## src/rtl/gpio_sel_port.sv

```systemverilog
module gpio_sel_port #(
  parameter int NPINS       = 4,
  parameter int FILT_CYCLES = 1
) (
  input  logic             clk,
  input  logic             rst_n,
  input  logic             cmd_valid,
  input  logic [1:0]       cmd_op,
  input  logic [7:0]       cmd_data,
  input  logic [NPINS-1:0] ss_n_i,
  input  logic [NPINS-1:0] pin_i,
  output logic [NPINS-1:0] pull_dn_o,
  output logic [NPINS-1:0] strong_up_o,
  output logic [NPINS-1:0] weak_up_o,
  output logic [NPINS-1:0] vweak_up_o,
  output logic [7:0]       rd_byte_o,
  output logic             rd_valid_o
);

  localparam int FCW = (FILT_CYCLES < 2) ? 1 : $clog2(FILT_CYCLES);
  localparam logic [FCW-1:0] FLIM = FCW'(FILT_CYCLES - 1);

  localparam logic [1:0] OP_LATCH = 2'b00;
  localparam logic [1:0] OP_ROLE  = 2'b01;
  localparam logic [1:0] OP_TYPE  = 2'b10;
  localparam logic [1:0] OP_CAP   = 2'b11;

  localparam logic [1:0] M_QUASI = 2'b00;
  localparam logic [1:0] M_PP    = 2'b01;
  localparam logic [1:0] M_IN    = 2'b10;
  localparam logic [1:0] M_OD    = 2'b11;

  logic [NPINS-1:0]   en_q, latch_q, latch_nx, filt;
  logic [2*NPINS-1:0] cfg_q;
  logic [NPINS-1:0]   rise;

  wire wr_latch = cmd_valid && (cmd_op == OP_LATCH);
  wire wr_role  = cmd_valid && (cmd_op == OP_ROLE);
  wire wr_type  = cmd_valid && (cmd_op == OP_TYPE);
  wire do_cap   = cmd_valid && (cmd_op == OP_CAP);

  assign latch_nx = wr_latch ? ((cmd_data[NPINS-1:0] & en_q) | (latch_q & ~en_q)) : latch_q;
  assign rise     = latch_nx & ~latch_q;

  always_ff @(posedge clk or negedge rst_n) begin
    if (!rst_n) begin
      en_q       <= '0;
      latch_q    <= '0;
      cfg_q      <= '0;
      rd_byte_o  <= '0;
      rd_valid_o <= 1'b0;
    end else begin
      latch_q    <= latch_nx;
      rd_valid_o <= do_cap;
      if (do_cap) rd_byte_o <= 8'(filt & en_q);
      if (wr_type) cfg_q <= cmd_data[2*NPINS-1:0];
      if (wr_role) begin
        en_q <= cmd_data[NPINS-1:0];
        for (int p = 0; p < NPINS; p++)
          if (cmd_data[p] && !en_q[p]) cfg_q[2*p +: 2] <= M_QUASI;
      end
    end
  end

  for (genvar p = 0; p < NPINS; p++) begin : g_pin
    logic [FCW-1:0] fcnt;
    logic           flvl;
    logic [1:0]     kick;
    logic           pd, su, wu, vw;
    wire  [1:0]     mode = cfg_q[2*p +: 2];
    wire            lat  = latch_q[p];

    always_ff @(posedge clk or negedge rst_n) begin
      if (!rst_n) begin
        fcnt <= '0;
        flvl <= 1'b1;
      end else if (pin_i[p] == flvl) begin
        fcnt <= '0;
      end else if (fcnt == FLIM) begin
        flvl <= pin_i[p];
        fcnt <= '0;
      end else begin
        fcnt <= fcnt + 1'b1;
      end
    end
    assign filt[p] = flvl;

    always_ff @(posedge clk or negedge rst_n) begin
      if (!rst_n)           kick <= 2'd0;
      else if (rise[p])     kick <= 2'd2;
      else if (kick != 0)   kick <= kick - 2'd1;
    end

    always_comb begin
      pd = 1'b0;
      su = 1'b0;
      wu = 1'b0;
      vw = 1'b0;
      if (!en_q[p]) begin
        pd = ~ss_n_i[p];
        su = ss_n_i[p];
      end else begin
        case (mode)
          M_QUASI: begin
            pd = ~lat;
            su = lat && (kick != 2'd0);
            wu = lat && flvl;
            vw = lat;
          end
          M_PP: begin
            pd = ~lat;
            su = lat;
          end
          M_OD:    pd = ~lat;
          default: ;
        endcase
      end
    end

    assign pull_dn_o[p]   = pd;
    assign strong_up_o[p] = su;
    assign weak_up_o[p]   = wu;
    assign vweak_up_o[p]  = vw;
  end

endmodule

```

## config.mk

```make
export PLATFORM = sky130hd
export DESIGN_NAME = gpio_sel_port
export DESIGN_NICKNAME = d
export VERILOG_FILES = /design/src/rtl/gpio_sel_port.sv
export SDC_FILE = /design/constraint.sdc
export NUM_CORES = 1
export LEC_CHECK = 0
export CAP_MARGIN = 20
export CORE_MARGIN = 2
export CORE_UTILIZATION = 25
export CTS_CLUSTER_SIZE = 28
export DETAILED_ROUTE_END_ITERATION = 8
export GPL_TIMING_DRIVEN = 0
export HOLD_SLACK_MARGIN = 0.05
export PLACE_DENSITY = 0.44
export SLEW_MARGIN = 10
export SYNTH_ARGS = -nofsm -noshare
export SYNTH_HDL_FRONTEND = slang
export SYNTH_SLANG_ARGS = --single-unit
export TNS_END_PERCENT = 100
```

## constraint.sdc

```tcl
create_clock -name clk -period 1.5 [get_ports clk]
set_input_delay 0.3 -clock clk [delete_from_list [all_inputs] [get_ports clk]]
set_output_delay 0.3 -clock clk [all_outputs]
set_load 0.005 [all_outputs]
```

==> reports/results.ini <==
[run_status]
status = finished, violations left
violations = negative setup slack

[critical_path]
rr_worst_depth = 6
end_kind = output pin
reg2reg_setup_slack_ps = 170
reg2reg_from = en_q[1]
crit_fanout = 3
start_kind = flip-flop
worst_r2r_endpoint = g_pin[1].kick[1]
worst-setup-path-type = flip-flop to output pin
worst_ep_required_time_ps = 1200
cp.arrival_ps = 1270

[finish]
final_cell_count_no_fill = 352
areaGrowthSynthToFinish_pct = 52.4
layout_commonest_cell = buf_4
antenna_cells = 0
design_area_um2 = 2810
final_nets = 278
drive_gt1_share_pct = 43.5
layout_common_cells = buf_4, buf_6, dfrtp_1
final_util_pct = 39.0

[drt]
first_pass_iters = 4
wl_per_cell_um = 12.4
routed_wl_um = 4350
drt_iter0_markers = 61
final_antenna_net_count = 0
num_vias = 1441
drcViolationCount = 0
vias_per_cell = 4.09

[power_and_ir_drop]
leakage_nw = 1.32
vdd_drop_max_uv = 513
swShare_pct = 31.2
internal_power_w = 0.00271
power.density_nw_per_um2 = 1400
seqPwrFrac_pct = 33.3
switchingPower_w = 0.00123
combinationalPowerShare_pct = 49.6
p_clk_share_pct = 17.1

[sta]
hold_viol_final = 0
fin_ws_ps = -72.6
fin_crit_ps = 1570
skew_ps = 4.81
maxSlewViolCount = 0
fmax_mhz = 636
rsz0062_at_grt = true
setup_viol = 13
post-route-period-util_pct = 105

[min_path]
worstHoldPathCells = 1
worstHoldEndpoint = g_pin[0].flvl
hold_path.startpoint = pin_i[0]
min-delay-path-class = input port to flip-flop

[clock_network]
cts_tree = built
htree_levels = 2
clkLatencyLatePin_ps = 280
cts.sinks = 33
cts-buffers-inserted = 5
clockRootBuffer = clkbuf_8
cts_max_path_buffers = 2
clk_pin_slew_worst_paths_ps = 60

[global_route]
first_global_vias = 1420
grt_pass1_wl_um = 6960
grt-ovfl-total = 0
track_usage_pct = 10.9
antenna_found_initial = 0
grt_start_max_net_pins = 20

[floorplan]
start_util_pct = 25.6
coreArea_um2 = 7210
fp.dieH_um = 89.9
rows = 31
die_x_um = 89.9
die_area_um2 = 8080
ioPinCount = 46

[placement]
preCtsSetupSlack_ps = -425
placedCellCount = 325
hpwl_um = 2740
gp_congestion = 0.668
port_buffers = 37
placed_area_um2 = 2370

[logic_synthesis]
yosysWarnings = 0
synth_edf_count = 0
synth_top_area_share_pct = 39.3
synth_area_um2 = 1840
synthFlopType = dfrtp_1
synth_top_area_cell = dfrtp_1
yosysSeqAreaShare_pct = 45.0
synth_seq_cells = 33
synth_area_leaders = dfrtp_1, buf_4, dfstp_2, mux2i_1, mux2_2
postSynth.asyncResetShare_pct = 100
synthCells = 185
synth_cell_types = 31
syn_avg_cell_area_um2 = 9.97

[job]
drv_cap = 0

## synth_stat cells (all sizes together), types with 5 or more instances
cell type	number
dfrtp	29
buf	24
nand2	16
nor2	14
inv	13
o21ai	12
mux2	8
mux2i	8
clkbuf	6
nor2b	5
nor3b	5
## how the worst max path moves through the flow
stage                        start             end  slack, ps  depth (start not counted)
after floorplan            en_q[0]    weak_up_o[0]        190                          4
after global placement       rst_n    rd_byte_o[0]       -710                          1
after detailed placement   en_q[0]    weak_up_o[0]       -430                          5
after CTS                 cfg_q[3]    pull_dn_o[1]       -110                          5
after global routing      cfg_q[1]  strong_up_o[0]       -180                          5
final                     cfg_q[0]    weak_up_o[0]        -70                          3
## per-layer routing
metal | up-vias | share of wire [%] | global-route usage (%) | routed length (um)
li1 | 731 | - | - | -
met1 | 665 | 47 | 14.5 | 2050
met2 | 38 | 47 | 17.2 | 2040
met3 | 7 | 4.7 | 2.85 | 203
met4 | 0 | 1.2 | 3.85 | 51
met5 | - | 0 | 0 | 0
## flip-flops by register name, indices dropped and copies added (netlist names)
register	count
latch_q	4
g_pin.flvl	4
cfg_q	8
rd_valid_o	1
rd_byte_o	4
en_q	4
g_pin.kick	8
## worst max-delay path: stages (launching register included)
cell      delay, ps
dfrtp_1         430
and4bb_2        340
and2_4          150
buf_6            80
## area by class of cell
class                           instances  area [um2]
Tap cell                               99         124
Multi-Input combinational cell        112         902
Timing Repair Buffer                   72         694
Inverter                               13        48.8
Clock buffer                            7        86.3
Buffer                                 16         121
Fill cell                             754        4400
Sequential cell                        33         833
## power by group through the flow
stage | Sequential (W) | Combinational, W | Clock (W)
2_1_floorplan | 0.00129 | 0.000896 | 0
5_1_grt | 0.00134 | 0.00216 | 0.000748
6_report | 0.00131 | 0.00195 | 0.000675
4_1_cts | 0.00130 | 0.00182 | 0.000717
3_5_place_dp | 0.00134 | 0.00130 | 0
3_3_place_gp | 0.00134 | 0.00127 | 0
## stage by stage
step	setup TNS, ps	total power [W]	hold slack (ps)
2_1_floorplan	0	0.00219	4.41
3_3_place_gp	-31560	0.00261	379
3_5_place_dp	-9550	0.00264	266
4_1_cts	-863	0.00383	76.7
5_1_grt	-1510	0.00425	72.6
6_report	-554	0.00394	88.9
## kinds of logic after synthesis
kind of cell,count (synthesis),synth area share [%]
buf+inv,43,13.4
simple gates,60,19.0
mux,16,9.63
xor+xnor,4,1.90
flops,33,45.0
fa+ha+maj,4,2.71
other cells,1,0.203
compound gates,24,8.07
## what timing repair did
item                       in CTS  in global routing
hold endpoints to repair       12                  0
setup buffers                  32                  1
pin swaps                      16                 12
setup endpoints to repair      24                 20
resized for setup             110                 23
hold buffers                    1                  0
No activity file was read; power rests on OpenSTA's default activity.
